===== src/rtl/twi_recover_pkg.sv =====
package twi_recover_pkg;

  typedef enum logic [3:0] {
    ST_IDLE,
    ST_SETUP,
    ST_START,
    ST_HOLD,
    ST_LOW,
    ST_HIGH,
    ST_PRE_LOW,
    ST_RS_HIGH,
    ST_RS,
    ST_P_LOW,
    ST_P_HIGH,
    ST_STOP
  } step_e;

  typedef struct packed {
    logic scl_pull;
    logic sda_pull;
  } pull_t;

  // Line pulls belonging to each step; a 1 pulls the line low.
  function automatic pull_t step_pulls(step_e s);
    pull_t p;
    p = '{scl_pull: 1'b0, sda_pull: 1'b0};
    unique case (s)
      ST_START:   p.sda_pull = 1'b1;
      ST_HOLD:    begin p.scl_pull = 1'b1; p.sda_pull = 1'b1; end
      ST_LOW:     p.scl_pull = 1'b1;
      ST_PRE_LOW: p.scl_pull = 1'b1;
      ST_RS:      p.sda_pull = 1'b1;
      ST_P_LOW:   begin p.scl_pull = 1'b1; p.sda_pull = 1'b1; end
      ST_P_HIGH:  p.sda_pull = 1'b1;
      default:    p = '{scl_pull: 1'b0, sda_pull: 1'b0};
    endcase
    return p;
  endfunction

  // Steps during which SCL is released and must read high before counting.
  function automatic logic scl_released(step_e s);
    return (s != ST_IDLE) && !step_pulls(s).scl_pull;
  endfunction

endpackage


===== src/rtl/twi_recover_timer.sv =====
module twi_recover_timer #(
  parameter int DIV_W = 8
) (
  input  logic             clk,
  input  logic             rst_n,
  input  logic             clear,
  input  logic             tick,
  input  logic [DIV_W-1:0] last_val,
  output logic             step_done
);

  logic [DIV_W-1:0] cnt_q;

  assign step_done = tick && (cnt_q == last_val);

  always_ff @(posedge clk or negedge rst_n) begin
    if (!rst_n) begin
      cnt_q <= '0;
    end else if (clear || step_done) begin
      cnt_q <= '0;
    end else if (tick) begin
      cnt_q <= cnt_q + 1'b1;
    end
  end

endmodule


===== src/rtl/twi_recover_fsm.sv =====
module twi_recover_fsm
  import twi_recover_pkg::*;
#(
  parameter int CLOCKS = 9
) (
  input  logic  clk,
  input  logic  rst_n,
  input  logic  launch,
  input  logic  step_done,
  output step_e step_q,
  output step_e step_d,
  output logic  finish
);

  localparam int PW = $clog2(CLOCKS + 1);
  localparam logic [PW-1:0] LAST_PULSE = PW'(CLOCKS - 1);

  logic [PW-1:0] pulse_q;

  always_comb begin
    step_d = step_q;
    finish = 1'b0;
    if (step_q == ST_IDLE) begin
      if (launch) step_d = ST_SETUP;
    end else if (step_done) begin
      unique case (step_q)
        ST_SETUP:   step_d = ST_START;
        ST_START:   step_d = ST_HOLD;
        ST_HOLD:    step_d = ST_LOW;
        ST_LOW:     step_d = ST_HIGH;
        ST_HIGH:    step_d = (pulse_q == LAST_PULSE) ? ST_PRE_LOW : ST_LOW;
        ST_PRE_LOW: step_d = ST_RS_HIGH;
        ST_RS_HIGH: step_d = ST_RS;
        ST_RS:      step_d = ST_P_LOW;
        ST_P_LOW:   step_d = ST_P_HIGH;
        ST_P_HIGH:  step_d = ST_STOP;
        ST_STOP: begin
          step_d = ST_IDLE;
          finish = 1'b1;
        end
        default:    step_d = ST_IDLE;
      endcase
    end
  end

  always_ff @(posedge clk or negedge rst_n) begin
    if (!rst_n) begin
      step_q  <= ST_IDLE;
      pulse_q <= '0;
    end else begin
      step_q <= step_d;
      if (step_q == ST_IDLE) begin
        pulse_q <= '0;
      end else if (step_done && step_q == ST_HIGH) begin
        pulse_q <= pulse_q + 1'b1;
      end
    end
  end

endmodule


===== src/rtl/twi_recover_drive.sv =====
module twi_recover_drive
  import twi_recover_pkg::*;
(
  input  logic  clk,
  input  logic  rst_n,
  input  step_e step_d,
  input  logic  finish,
  input  logic  sda_in,
  output logic  scl_pull,
  output logic  sda_pull,
  output logic  done,
  output logic  sda_free
);

  pull_t pulls_d;

  assign pulls_d = step_pulls(step_d);

  always_ff @(posedge clk or negedge rst_n) begin
    if (!rst_n) begin
      scl_pull <= 1'b0;
      sda_pull <= 1'b0;
      done     <= 1'b0;
      sda_free <= 1'b0;
    end else begin
      scl_pull <= pulls_d.scl_pull;
      sda_pull <= pulls_d.sda_pull;
      done     <= finish;
      if (finish) sda_free <= sda_in;
    end
  end

endmodule


===== src/rtl/twi_recover_seq.sv =====
module twi_recover_seq
  import twi_recover_pkg::*;
#(
  parameter int DIV_W    = 8,
  parameter int CLOCKS   = 9,
  parameter bit AUTO_RUN = 1'b1
) (
  input  logic             clk,
  input  logic             rst_n,
  input  logic             trigger,
  input  logic [DIV_W-1:0] half_period,
  input  logic             scl_in,
  input  logic             sda_in,
  output logic             scl_pull,
  output logic             sda_pull,
  output logic             busy,
  output logic             done,
  output logic             sda_free
);

  step_e            step_q;
  step_e            step_d;
  logic             finish;
  logic             step_done;
  logic             launch;
  logic             pend;
  logic             tick;
  logic [DIV_W-1:0] hp_q;
  logic [DIV_W-1:0] last_val;

  generate
    if (AUTO_RUN) begin : g_auto
      logic pend_q;
      always_ff @(posedge clk or negedge rst_n) begin
        if (!rst_n)      pend_q <= 1'b1;
        else if (launch) pend_q <= 1'b0;
      end
      assign pend = pend_q;
    end else begin : g_manual
      assign pend = 1'b0;
    end
  endgenerate

  assign busy   = (step_q != ST_IDLE);
  assign launch = !busy && (trigger || pend);

  always_ff @(posedge clk or negedge rst_n) begin
    if (!rst_n)      hp_q <= '0;
    else if (launch) hp_q <= half_period;
  end

  assign last_val = (hp_q == '0) ? '0 : hp_q - 1'b1;
  assign tick     = busy && (!scl_released(step_q) || scl_in);

  twi_recover_timer #(.DIV_W(DIV_W)) u_timer (
    .clk       (clk),
    .rst_n     (rst_n),
    .clear     (launch),
    .tick      (tick),
    .last_val  (last_val),
    .step_done (step_done)
  );

  twi_recover_fsm #(.CLOCKS(CLOCKS)) u_fsm (
    .clk       (clk),
    .rst_n     (rst_n),
    .launch    (launch),
    .step_done (step_done),
    .step_q    (step_q),
    .step_d    (step_d),
    .finish    (finish)
  );

  twi_recover_drive u_drive (
    .clk      (clk),
    .rst_n    (rst_n),
    .step_d   (step_d),
    .finish   (finish),
    .sda_in   (sda_in),
    .scl_pull (scl_pull),
    .sda_pull (sda_pull),
    .done     (done),
    .sda_free (sda_free)
  );

endmodule


===== config.mk =====
export PLATFORM = sky130hd
export DESIGN_NAME = twi_recover_seq
export DESIGN_NICKNAME = d
export VERILOG_FILES = /design/src/rtl/twi_recover_pkg.sv /design/src/rtl/twi_recover_timer.sv /design/src/rtl/twi_recover_fsm.sv /design/src/rtl/twi_recover_drive.sv /design/src/rtl/twi_recover_seq.sv
export SDC_FILE = /design/constraint.sdc
export NUM_CORES = 1
export LEC_CHECK = 0
export BUFFER_PORTS_ARGS = -buffer_cell sky130_fd_sc_hd__buf_2
export CAP_MARGIN = 10
export CORE_AREA = 4 4 64 66
export DETAILED_ROUTE_END_ITERATION = 8
export DIE_AREA = 0 0 68 70
export GPL_TIMING_DRIVEN = 0
export PLACE_DENSITY_LB_ADDON = 0.12
export SLEW_MARGIN = 20
export SYNTH_ARGS = -nofsm -noshare
export SYNTH_HDL_FRONTEND = slang
export SYNTH_SLANG_ARGS = --single-unit

===== constraint.sdc =====
create_clock -name clk -period 6.7 [get_ports clk]
set_clock_uncertainty 0.05 [all_clocks]
set_input_delay 0.67 -clock clk [delete_from_list [all_inputs] [get_ports clk]]
set_output_delay 0.67 -clock clk [all_outputs]
set_load 0.05 [all_outputs]

After elaboration in Yosys (flattened, before gate mapping) --
Index checks and enable logic that the tools add are counted. W data, S select, Z words.
Storage, ports and cells: register bits 29, output and inout bits 5, logic and storage cells 67
Operators by class: $add $sub $neg 3, equal/unequal tests 20, mux-type cells 16, reduce and logical (&&, ||, !) cells 19
Operator list (count):
- $pmux W4 S10 | 1
- $eq A4 B4 Y1 const B | 8
- $eq A4 B3 Y1 const B | 6
- $mux W8 | 3
- $mux W4 | 5
- $eq A4 B2 Y1 const B | 4
- $add A8 B1 Y8 const B | 1
- $eq A8 B8 Y1 | 1
- $logic_not A8 Y1 | 1
- $reduce_or A4 Y1 | 2
- $sub A8 B1 Y8 const B | 1
- $mux W1 | 6
- $logic_and A1 B1 Y1 | 5
- $reduce_or A5 Y1 | 1
- $add A4 B1 Y4 const B | 1
- $eq A4 B1 Y1 const B | 1
- $logic_not A4 Y1 | 1
- $reduce_bool A2 Y1 | 2
- $reduce_bool A4 Y1 | 1
- $logic_not A1 Y1 | 3
- $logic_or A1 B1 Y1 | 3
- $mux W2 | 1

Logic depth before layout (Yosys ltp) --
depth in word-level cells 14, depth in mapped cells 12, depth with buffers taken out 11

Cells and area by module --
Synthesis repeated with hierarchy kept, for this count alone.
Second synthesis, totals: cells, all modules 174, area, all modules 1755.4 um^2
By module, submodules not included:
- twi_recover_seq | times used 1, cells an instance 57, area an instance 584.3 um^2, seq. area each 226.5 um^2
- twi_recover_fsm | times used 1, cells an instance 58, area an instance 521.8 um^2, seq. area each 200.2 um^2
- twi_recover_timer | times used 1, cells an instance 48, area an instance 495.5 um^2, seq. area each 200.2 um^2
- twi_recover_drive | times used 1, cells an instance 11, area an instance 153.9 um^2, seq. area each 100.1 um^2

Worst setup path after synthesis --
No wires, ideal clock.
path type register to register, start register hp_q[0], end register u_drive.scl_pull, library setup time 0.087 ns, arrival time 3.172 ns, required time 6.563 ns, slack 3.391 ns, cell stages (with the launch flop) 13, path buffers 1, period minus slack after synthesis 3.309 ns, path through dfrtp_1 > inv_1 > ha_1 > or4b_4 > nor2_2 > o21ai_1 > a21o_1 > or4_1 > buf_2 > or2_4 > a211o_1 > or3b_1 > o211ai_1
RTL lines:
- start: declaration | line twi_recover_seq.sv:28 | logic [DIV_W-1:0] hp_q;
- start signal: assignment | line twi_recover_seq.sv:49 | else if (launch) hp_q <= half_period;
- end signal: assignment | line twi_recover_drive.sv:26 | scl_pull <= pulls_d.scl_pull;
- end: declaration | line twi_recover_drive.sv:9 | output logic scl_pull,

==> key figures <==
Worst setup path
  – Crit. End Element: flip-flop
  – WP buf/inv: 2
  – Crit path largest cell delay: between 0.5 and 0.6 ns
  – Crit path max-delay family: simple AND/OR/NAND/NOR gates
  – Crit path arrival time: about 3.8 ns
  – Cell Chain, Critical Path: inv_1, ha_1, or4b_4, nor2_2, o21ai_1, a21o_1, or4_1, buf_2, or2_4, a211o_1, or3b_1, o211ai_1
  – CP Max Fanout: 7
  – Path length in cells of the critical path: 12
  – Slowest CP cell: or4_1
  – FF-to-FF path depth: 12
  – Req. time, crit path: ~6.9 ns
  – Critical setup path kind: reg -> reg
  – CP Launch Type: flip-flop

Cells and area
  – FILL cells: roughly 350
  – Reg area: between 700 and 800 um^2
  – Nets: roughly 220
  – P&R area growth vs syn: 11.2%
  – ANT cells: 0
  – Area occupied by multi-input gates: about 940 um^2
  – Layout cells sized above 1: 18.8%
  – Final Non-Filler Cells: between 200 and 300

Clock network
  – CTS Sinks: 29
  – Setup bufs post-CTS: 0
  – Hold_buf cts: 0
  – Max Root-Sink Buffers: 2
  – TritonCTS clock tree: yes
  – H-tree depth: 2
  – CTS root buf: clkbuf_4
  – CTS resizes: 0
  – Clock-pin slew on the worst setup and hold paths: 0.09 ns
  – Clock Latency Late Sink: between 0.3 and 0.4 ns
  – Total CTS buffers: 5

Logic synthesis
  – Synth area leader: dfrtp_1
  – Post-Syn Instances: ~180
  – Post-Synthesis Net Count: 200
  – Top cells by area, synth: dfrtp_1, nor2_1, xnor2_1
  – Ys async rst share: 100%
  – Unique masters post-synth: between 40 and 50
  – Synth top area share: 40.6%
  – Synth warn: 0
  – Seq/Total Area, Yosys: a little over two fifths
  – Post-synth top cells: dfrtp_1, nor2_1, nand2_1
  – Synth Flop Type: dfrtp_1
  – Yosys reg bits: 29
  – Post-synth EDFFs: 0
  – Avg Cell Area, Syn: around 9.4 um^2
  – Post-Syn Area: ~0.0017 mm^2

Place
  – Routability cong.: 0.880
  – Placed instance count: 248
  – DPL Wire Length: between 2000 and 3000 um
  – Buffers on Ports: 17

Timing
  – Final period utilization: a little over half
  – RSZ-0062 raised after global routing: false
  – F_max: 276 MHz
  – Slew HR: a little under three fifths
  – Post-route setup TNS: 0 ns
  – Final Hold Fails: 0
  – Pins Over Slew Limit: 0
  – Final setup fails: 0
  – Final min period: around 3.6 ns
  – Worst Tran Pin Value: ~0.65 ns

Outcome
  – Status: finished, final reports clean

Detailed routing
  – Vias per inst: between 5 and 6
  – Sum of routed wire length over all layers: roughly 3500 um
  – DRC: 0
  – Antenna-violating nets left: 0
  – DR iter-0 viols: just over 80
  – Total vias in the final route: between 1000 and 1500
  – Drt pass-1 iters: 4
  – Post-DR wirelength/cell: between 10 and 15 um

GRT
  – First-pass GRT wire length: approximately 6300 um
  – Initial antenna violation count: 0
  – Overall routing resource usage: about 17%
  – Vias in the first global route: between 1000 and 1500
  – Grt ovf: 0
  – Largest net degree at the start of global routing: 30

Floorplan
  – Die W: approximately 70 um
  – Top Ports: 18
  – Cell Rows: 22
  – Die Ht: roughly 70 um
  – Total die area: between 0.004 and 0.005 mm^2
  – Placeable Area: roughly 0.0036 mm^2
  – Initial cell density of the core: 48.3%

Worst hold path
  – Worst min-delay path class: in -> async

Power and ir drop
  – PwrDens: 410 mW/mm^2
  – Peak VDD IR: about 0.00016 V
  – Leakage dissipation: 0.869 nW

Flow run
  – Max-cap violations: 0
[sequential cells by signal (all words and copies together) (netlist names)]
signal / cells
hp_q: 8
u_timer.cnt_q: 8
u_fsm.pulse_q: 4
u_fsm.step_q: 4
g_auto.pend_q: 1
u_drive.done: 1
u_drive.scl_pull: 1
u_drive.sda_free: 1
u_drive.sda_pull: 1
[logic make-up after synthesis]
family | count (synthesis) | synth area share, %
AND/OR/NAND/NOR | 78 | 24.6
adder cells (fa/ha/maj) | 4 | 2.90
flip-flops | 29 | 42.1
buffers and inverters | 15 | 3.48
AO/OA/AOI/OAI | 30 | 12.1
multiplexers | 9 | 5.65
XOR/XNOR | 18 | 9.13
[cell usage in the layout (no fill, tap or decap), types with 2 or more instances in the layout]
cell / count
a211oi_1: 2
a21o_1: 2
a21oi_1: 6
a31oi_1: 2
and3_1: 3
buf_2: 20
clkbuf_1: 6
clkbuf_4: 5
dfrtp_1: 28
ha_1: 4
inv_1: 9
mux2_2: 5
mux2i_1: 3
nand2_1: 11
nand3_1: 5
nand4_1: 7
nor2_1: 28
nor2b_1: 3
nor3_1: 4
nor4_1: 3
o21ai_0: 6
o21ai_1: 3
o31ai_1: 2
or3_1: 2
or3b_1: 2
xnor2_1: 9
xor2_1: 9
[power by group]
group	internal, mW	switching (mW)	total (mW)	leakage (nW)
sequential	0.228	0.0557	0.284	0.374
combinational	0.161	0.243	0.404	0.469
clock	0.0418	0.0582	0.100	0.0265
[worst register-to-register path: stages, from the launching register on]
cell and delay (ns):
dfrtp_1 0.42, inv_1 0.11, ha_1 0.26, or4b_4 0.52, nor2_2 0.13, o21ai_1 0.07, a21o_1 0.15, or4_1 0.53
buf_2 0.18, or2_4 0.27, a211o_1 0.36, or3b_1 0.37, o211ai_1 0.10
[final timing paths]
check	from	slack, ns	to
max in group asynchronous	rst_n	5.86	u_fsm.pulse_q[1]$_DFFE_PN0P_
max reg2reg	hp_q[0]$_DFFE_PN0P_	3.07	u_drive.scl_pull$_DFF_PN0_
max	hp_q[0]$_DFFE_PN0P_	3.07	u_drive.scl_pull$_DFF_PN0_
min in group clk	g_auto.pend_q$_DFFE_PN1P_	0.44	g_auto.pend_q$_DFFE_PN1P_
min	rst_n	0.31	hp_q[3]$_DFFE_PN0P_
min reg2reg	g_auto.pend_q$_DFFE_PN1P_	0.44	g_auto.pend_q$_DFFE_PN1P_
[layer usage]
metal	wire [um]	global-route usage, %	up-vias	part of all wire [%]
met4	34	6.40	0	0.97
met5	0	0	-	0
li1	-	-	694	-
met2	1890	27.4	12	54
met3	91	5.31	4	2.6
met1	1490	21.4	654	43
[per-stage QoR]
step	utilization (%)	instance area [um^2]	power, mW	hold slack [ns]	worst slack, ns
global placement	52.3	1870	0.673	0.412	3.14
floorplan	-	1730	0.603	0.324	3.39
detailed placement	52.3	1870	0.691	0.425	3.10
finish	53.7	1920	0.788	0.311	3.07
global route	53.7	1920	0.864	0.335	2.91
CTS	53.7	1920	0.795	0.326	3.07
[final cells by class]
| cell class | count | area share [%] |
|---|---|---|
| inverter | 9 | 1.76 |
| buffer | 6 | 1.37 |
| multi-input combinational | 139 | 48.9 |
| tap | 48 | 3.13 |
| sequential | 29 | 37.9 |
| clock buffer | 8 | 2.54 |
| timing repair buffer | 17 | 4.43 |
Note: power is estimated with default switching activity, not from simulation.
